<file path="src/rtl/eep_pkg.sv">
package eep_pkg;
  typedef enum logic [1:0] {
    ST_FILL = 2'd0,
    ST_SUM  = 2'd1,
    ST_CHK  = 2'd2,
    ST_DONE = 2'd3
  } eep_state_e;
endpackage

</file>
<file path="src/rtl/eep_default_rom.sv">
// Combinational default-word generator: one byte lane per generate branch.
module eep_default_rom #(
  parameter int          WIDX_W     = 6,
  parameter int          FILL_WORDS = 16,
  parameter logic [7:0]  FILL_LO    = 8'h57,
  parameter logic [7:0]  FILL_HI    = 8'h00,
  parameter int          ID_OFS     = 64,
  parameter logic [7:0]  ID_VAL     = 8'd7,
  parameter int          MODE_OFS   = 65,
  parameter logic [7:0]  MODE_VAL   = 8'h0F,
  parameter int          TAG_OFS    = 67,
  parameter logic [7:0]  TAG_VAL    = 8'h04,
  parameter int          OPT_OFS    = 68,
  parameter logic [7:0]  OPT_VAL    = 8'h07
) (
  input  logic [WIDX_W-1:0] widx,
  output logic [15:0]       word
);
  localparam int FILL_BYTES = FILL_WORDS * 2;

  for (genvar lane = 0; lane < 2; lane++) begin : g_lane
    logic [WIDX_W:0] baddr;
    logic [7:0]      bval;
    assign baddr = {widx, 1'(lane)};
    always_comb begin
      if (int'(baddr) < FILL_BYTES) begin
        bval = (lane == 0) ? FILL_LO : FILL_HI;
      end else if (int'(baddr) == ID_OFS) begin
        bval = ID_VAL;
      end else if (int'(baddr) == MODE_OFS) begin
        bval = MODE_VAL;
      end else if (int'(baddr) == TAG_OFS) begin
        bval = TAG_VAL;
      end else if (int'(baddr) == OPT_OFS) begin
        bval = OPT_VAL;
      end else begin
        bval = 8'h00;
      end
    end
    assign word[lane*8 +: 8] = bval;
  end
endmodule

</file>
<file path="src/rtl/eep_image_store.sv">
// Word-organised image: one word write port, one word read port, one byte read port.
module eep_image_store #(
  parameter int WORDS  = 64,
  parameter int WIDX_W = 6
) (
  input  logic              clk,
  input  logic              rst_n,
  input  logic              wr_en,
  input  logic [WIDX_W-1:0] wr_widx,
  input  logic [15:0]       wr_word,
  input  logic [WIDX_W-1:0] sum_widx,
  output logic [15:0]       sum_word,
  input  logic [WIDX_W:0]   rd_addr,
  output logic [7:0]        rd_data
);
  logic [15:0] mem_q [WORDS];
  logic [15:0] rd_word;

  always_ff @(posedge clk or negedge rst_n) begin
    if (!rst_n) begin
      for (int i = 0; i < WORDS; i++) mem_q[i] <= 16'h0000;
    end else if (wr_en) begin
      mem_q[wr_widx] <= wr_word;
    end
  end

  assign sum_word = mem_q[sum_widx];
  assign rd_word  = mem_q[rd_addr[WIDX_W:1]];
  assign rd_data  = rd_addr[0] ? rd_word[15:8] : rd_word[7:0];
endmodule

</file>
<file path="src/rtl/eep_seq_ctrl.sv">
// Sequencer: fill pass, sum pass, checksum write, then hold.
module eep_seq_ctrl
  import eep_pkg::*;
#(
  parameter int          WORDS  = 64,
  parameter int          WIDX_W = 6,
  parameter logic [15:0] TARGET = 16'h1234
) (
  input  logic              clk,
  input  logic              rst_n,
  input  logic [15:0]       sum_word,
  output logic [WIDX_W-1:0] sum_widx,
  output logic              wr_en,
  output logic [WIDX_W-1:0] wr_widx,
  output logic              chk_sel,
  output logic [15:0]       chk_word,
  output logic              done
);
  localparam logic [WIDX_W-1:0] LAST_W = WIDX_W'(WORDS - 1);
  localparam logic [WIDX_W-1:0] LAST_S = WIDX_W'(WORDS - 2);

  eep_state_e        state_q, state_n;
  logic [WIDX_W-1:0] idx_q, idx_n;
  logic [15:0]       acc_q, acc_n;
  logic              idx_en, acc_en;

  always_comb begin
    state_n = state_q;
    idx_n   = idx_q;
    acc_n   = acc_q;
    idx_en  = 1'b0;
    acc_en  = 1'b0;
    wr_en   = 1'b0;
    chk_sel = 1'b0;
    wr_widx = idx_q;
    unique case (state_q)
      ST_FILL: begin
        wr_en  = 1'b1;
        idx_en = 1'b1;
        if (idx_q == LAST_W) begin
          idx_n   = '0;
          state_n = ST_SUM;
        end else begin
          idx_n = idx_q + 1'b1;
        end
      end
      ST_SUM: begin
        acc_en = 1'b1;
        acc_n  = acc_q + sum_word;
        idx_en = 1'b1;
        if (idx_q == LAST_S) begin
          idx_n   = '0;
          state_n = ST_CHK;
        end else begin
          idx_n = idx_q + 1'b1;
        end
      end
      ST_CHK: begin
        wr_en   = 1'b1;
        chk_sel = 1'b1;
        wr_widx = LAST_W;
        state_n = ST_DONE;
      end
      default: begin
        state_n = ST_DONE;
      end
    endcase
  end

  always_ff @(posedge clk or negedge rst_n) begin
    if (!rst_n) begin
      state_q <= ST_FILL;
    end else begin
      state_q <= state_n;
    end
  end

  always_ff @(posedge clk or negedge rst_n) begin
    if (!rst_n) begin
      idx_q <= '0;
    end else if (idx_en) begin
      idx_q <= idx_n;
    end
  end

  always_ff @(posedge clk or negedge rst_n) begin
    if (!rst_n) begin
      acc_q <= '0;
    end else if (acc_en) begin
      acc_q <= acc_n;
    end
  end

  assign sum_widx = idx_q;
  assign chk_word = TARGET - acc_q;
  assign done     = (state_q == ST_DONE);

  // summing only follows filling or summing
  a_r9_sum_order: assert property (@(posedge clk) disable iff (!rst_n)
    (state_q == ST_SUM) |-> ($past(state_q) == ST_FILL || $past(state_q) == ST_SUM));
  // checksum write only after the sum pass
  a_r5_chk_after_sum: assert property (@(posedge clk) disable iff (!rst_n)
    (state_q == ST_CHK) |-> ($past(state_q) == ST_SUM));
  // accumulated sum frozen once done
  a_r7_acc_frozen: assert property (@(posedge clk) disable iff (!rst_n)
    done |=> $stable(acc_q));
  // done is sticky
  a_r7_done_sticky: assert property (@(posedge clk) disable iff (!rst_n)
    done |=> done);
endmodule

</file>
<file path="src/rtl/eep_default_image.sv">
module eep_default_image #(
  parameter int          IMG_BYTES  = 128,
  parameter int          FILL_WORDS = 16,
  parameter logic [15:0] TARGET     = 16'h1234,
  parameter logic [7:0]  ID_VAL     = 8'd7,
  parameter logic [7:0]  MODE_VAL   = 8'h0F,
  parameter logic [7:0]  TAG_VAL    = 8'h04,
  parameter bit          OPT_HOTKEY = 1'b1,
  parameter bit          OPT_OPTBOOT = 1'b1,
  parameter bit          OPT_LEGACY = 1'b1,
  parameter bit          OPT_BUSNEG = 1'b0
) (
  input  logic                         clk,
  input  logic                         rst_n,
  input  logic [$clog2(IMG_BYTES)-1:0] rd_addr,
  output logic [7:0]                   rd_data,
  output logic                         done
);
  localparam int         ADDR_W  = $clog2(IMG_BYTES);
  localparam int         WORDS   = IMG_BYTES / 2;
  localparam int         WIDX_W  = ADDR_W - 1;
  localparam logic [7:0] OPT_VAL = {4'b0000, OPT_BUSNEG, OPT_LEGACY, OPT_OPTBOOT, OPT_HOTKEY};

  logic              sync1_q, rst_n_i;
  logic              wr_en, chk_sel;
  logic [WIDX_W-1:0] wr_widx, sum_widx;
  logic [15:0]       rom_word, chk_word, wr_word, sum_word;

  // asynchronous assert, synchronous release
  always_ff @(posedge clk or negedge rst_n) begin
    if (!rst_n) begin
      sync1_q <= 1'b0;
      rst_n_i <= 1'b0;
    end else begin
      sync1_q <= 1'b1;
      rst_n_i <= sync1_q;
    end
  end

  eep_default_rom #(
    .WIDX_W(WIDX_W), .FILL_WORDS(FILL_WORDS),
    .FILL_LO(8'h57), .FILL_HI(8'h00),
    .ID_OFS(64), .ID_VAL(ID_VAL),
    .MODE_OFS(65), .MODE_VAL(MODE_VAL),
    .TAG_OFS(67), .TAG_VAL(TAG_VAL),
    .OPT_OFS(68), .OPT_VAL(OPT_VAL)
  ) u_rom (
    .widx(wr_widx),
    .word(rom_word)
  );

  eep_seq_ctrl #(.WORDS(WORDS), .WIDX_W(WIDX_W), .TARGET(TARGET)) u_ctrl (
    .clk(clk), .rst_n(rst_n_i),
    .sum_word(sum_word), .sum_widx(sum_widx),
    .wr_en(wr_en), .wr_widx(wr_widx),
    .chk_sel(chk_sel), .chk_word(chk_word),
    .done(done)
  );

  assign wr_word = chk_sel ? chk_word : rom_word;

  eep_image_store #(.WORDS(WORDS), .WIDX_W(WIDX_W)) u_store (
    .clk(clk), .rst_n(rst_n_i),
    .wr_en(wr_en), .wr_widx(wr_widx), .wr_word(wr_word),
    .sum_widx(sum_widx), .sum_word(sum_word),
    .rd_addr(rd_addr), .rd_data(rd_data)
  );

  // image is never written once done
  a_r7_no_write_done: assert property (@(posedge clk) disable iff (!rst_n_i)
    done |-> !wr_en);
  // checksum goes only to the top word
  a_r5_chk_top_word: assert property (@(posedge clk) disable iff (!rst_n_i)
    (wr_en && chk_sel) |-> (wr_widx == WIDX_W'(WORDS - 1)));
  // done low while the synchronised reset is held
  a_r6_done_in_reset: assert property (@(posedge clk)
    !rst_n_i |-> !done);
endmodule

</file>
<file path="config.mk">
export PLATFORM = sky130hd
export DESIGN_NAME = eep_default_image
export DESIGN_NICKNAME = d
export VERILOG_FILES = /design/src/rtl/eep_pkg.sv /design/src/rtl/eep_default_rom.sv /design/src/rtl/eep_image_store.sv /design/src/rtl/eep_seq_ctrl.sv /design/src/rtl/eep_default_image.sv
export SDC_FILE = /design/constraint.sdc
export NUM_CORES = 2
export LEC_CHECK = 0
export ABC_AREA = 1
export ABC_CLOCK_PERIOD_IN_PS = 50000
export BUFFER_PORTS_ARGS = -buffer_cell sky130_fd_sc_hd__buf_2
export CAP_MARGIN = 20
export CORE_ASPECT_RATIO = 0.5
export CORE_MARGIN = 1.5
export CORE_UTILIZATION = 50
export DETAILED_ROUTE_END_ITERATION = 12
export PLACE_DENSITY = 0.72
export SYNTH_ARGS = -nofsm -noshare
export SYNTH_HDL_FRONTEND = slang
export SYNTH_SLANG_ARGS = --single-unit
</file>
<file path="constraint.sdc">
create_clock -name clk -period 50 [get_ports clk]
set_input_delay 5 -clock clk [delete_from_list [all_inputs] [get_ports clk]]
set_output_delay 5 -clock clk [all_outputs]
set_load 0.02 [all_outputs]
</file>
==> flow_summary.ini <==
[setup_path]
worstPathArrival_ns = 9.73
cp-end-kind = output pin
path_class = in2out
worstPathRequired_ns = 45.00
path_max_fanout = 231
start_kind = input port
reg2reg_depth = 20

[timing]
finalSetupTns_ns = 0
fmax_ghz = 0.0679
slew_viol_final = 0
worstMarginPinSlew_ns = 1.20
whs_ns = 0.351
rsz0062_at_grt = false
slew_headroom_pct = 20.1
clock_skew_ns = 0.0231
layout_min_cycle_time_ns = 14.73
timing.final.crit_share_pct = 29.5
setup_viol = 0
hold_viol = 0

[synth]
synth_adder_area_share_pct = 0.453
syn_area_um2 = 54100
syn_inst = 7065
yosys-mux-area-fraction_pct = 0
synth-simple-area-share_pct = 19.6
syn_avg_cell_area_um2 = 7.66
synth-xor-area-share_pct = 0.259
synth_cell_type_count = 46
ys.flop_type = dfrtp_1
async_reset_ff_share_pct = 100
ys_ff_latch = 1050
synth_compound_area_share_pct = 19.5
syn-num-nets = 7093
synth_top_family_by_area = simple AND/OR/NAND/NOR gates
seq_area_frac_synth_pct = 48.6
yosysWarnings = 0
synth_edf_count = 0

[die]
start_util_pct = 50.4
fp.dieArea_um2 = 110000
die_h_um = 236
core_um2 = 107000
die_x_um = 468
rows = 85
ios = 18

[cts]
insertion_delay_ns = 0.72
holdBufCountCts = 0
cts_resized = 0
numCtsBuffers = 97
cts-root-buf = clkbuf_16
clk_path_buf_depth = 3
clk_pin_slew_ns = 0.06
cts_tree = done
cts_sinks = 1050
postCtsSetupRepairBufs = 0
htreeDepth = 3

[run_status]
status = finished clean

[grt]
grt_pass1_wl_um = 275000
first_global_vias = 45818
gr-usage-all-layers_pct = 32.3
grt_max_degree = 232
antenna_found_initial = 3
grt-ovfl-total = 0

[drt]
routed_wl_um = 179000
viasPerCell = 5.92
top_layer = met5
dr.first_iter.drc_count = 7332
drtAntennaViolNets = 0
drt_first_pass_iters = 8
drc_errors = 0
vias = 49006
wl_met3_um = 22200
met1Wirelength_um = 73600
dr_wl_met2_um = 75300
avgRoutedWirePerCell_um = 21.6

[power]
power_frac_seq_pct = 49.6
p_per_area_nw_per_um2 = 29.6
swShare_pct = 24.2
p_int_mw = 1.30
power_frac_comb_pct = 5.2
p_leak_nw = 25.0
clock_power_share_pct = 45.2
ir_drop_mv = 0.0279
p_sw_uw = 414

[layout]
syn_to_final_growth_pct = 6.88
drive_gt1_share_pct = 5.93
diodes = 0
finalNetCount = 6797
fill_cells = 10122

[placed_design]
place_hpwl_um = 106000
io_buffers = 17
gp_congestion = 0.914

[worst_hold_path]
holdCritPathClass = reg2reg
worstHoldPathCells = 0

[run]
drv_cap = 0
[through the flow]
stage	cells	power (mW)	utilization (%)	instance area [µm²]	worst slack [ns]
after floorplan	7065	0.928	-	54100	18.56
after global placement	8100	0.953	50.7	54500	35.60
after detailed placement	8103	0.954	50.8	54600	35.59
after CTS	8281	1.72	53.8	57800	35.59
after global routing	8283	1.76	53.8	57800	35.02
final	8283	1.71	53.8	57800	35.27
[kinds of logic after synthesis]
kind of cell,Yosys count
xor+xnor,16
compound gates,1962
flops,1050
other cells,1
fa+ha+maj,19
buf+inv,1539
simple gates,2478
[path summary, 6_finish.rpt]
path	start	to	slack (ns)
min in group asynchronous	rst_n_i	u_store.mem_q[959]	0.37
max	rd_addr[1]	rd_data[3]	35.27
min	sync1_q	rst_n_i	0.35
max reg2reg	u_ctrl.sum_widx[0]	u_ctrl.acc_q[14]	43.91
max in group asynchronous	rst_n_i	u_store.mem_q[117]	45.77
min reg2reg	sync1_q	rst_n_i	0.35
[flip-flops by register name, summed over array words and instances (netlist names)]
register and flops:
rst_n_i 1, sync1_q 1, u_ctrl.acc_q 16, u_ctrl.state_q 2, u_ctrl.sum_widx 6, u_store.mem_q 1024
[synthesized netlist by cell type (3+ instances only)]
master	count	area share (%)
or2_1	13	0.15
o21bai_1	5	0.069
a21o_1	3	0.042
buf_4	38	0.53
nor2_1	1029	7.1
o211ai_1	230	3.2
o22ai_1	24	0.28
nand4_1	15	0.17
nand2_2	3	0.035
inv_2	18	0.12
nand2_1	645	4.5
nor2_2	26	0.30
clkbuf_1	157	1.1
nor3_1	4	0.037
inv_1	1015	7.0
o21ai_1	33	0.31
dfrtp_1	1050	49
a21oi_1	814	7.5
a31o_1	4	0.065
o21ai_0	813	7.5
nand3_1	673	6.2
buf_1	75	0.52
buf_6	10	0.21
nor2_4	26	0.54
a31oi_1	11	0.13
or2_2	36	0.42
buf_2	222	2.1
ha_1	18	0.42
o31ai_1	16	0.22
xor2_1	6	0.097
xnor2_1	10	0.16
a22o_1	3	0.049
and3_1	4	0.046
[layout by cell type (no fill, tap or decap), drive strengths merged, types with 3 or more instances in the layout]
cell	n
a21o	3
a21oi	814
a22o	3
a31o	6
a31oi	11
and3	4
buf	106
bufinv	6
clkbuf	145
clkinv	23
clkinvlp	5
dfrtp	1050
ha	18
inv	1037
nand2	648
nand3	675
nand4	15
nor2	1082
nor3	5
o211ai	230
o21ai	846
o21bai	5
o22ai	24
o31ai	16
or2	49
xnor2	10
xor2	6
[metal layers]
layer / up-vias / track usage [%]
met3: 463 / 8.84
met4: 4 / 14.0
met1: 23393 / 45.8
met2: 2823 / 46.3
met5: - / 0
li1: 22323 / -
[critical path: stages]
cell	delay (ns)
buf_8	0.47
buf_12	0.66
buf_4	0.81
buf_4	0.74
a21oi_1	0.14
o21ai_0	0.13
nand3_1	0.10
nand3_1	0.12
nand3_1	0.17
a21oi_1	0.51
o21ai_0	0.18
nand2_1	0.16
buf_2	0.19
[power groups by stage]
stage	logic [mW]	clock network, mW	registers, mW
6_report	0.0895	0.775	0.850
5_1_grt	0.0976	0.814	0.850
4_1_cts	0.0878	0.779	0.850
3_5_place_dp	0.0875	0	0.866
3_3_place_gp	0.0870	0	0.866
2_1_floorplan	0.0487	0	0.879
[layout make-up]
class                           instances  area [µm²]  area share (%)
Sequential cell                      1050       26300            45.5
Multi-Input combinational cell       4476       21600            37.4
Inverter                             1037        3920            6.77
Clock buffer                          144        2890            4.99
Tap cell                             1435        1800            3.10
Timing Repair Buffer                  107         967            1.67
Clock inverter                         34         378           0.653
No activity file was read; power rests on OpenSTA's default activity.
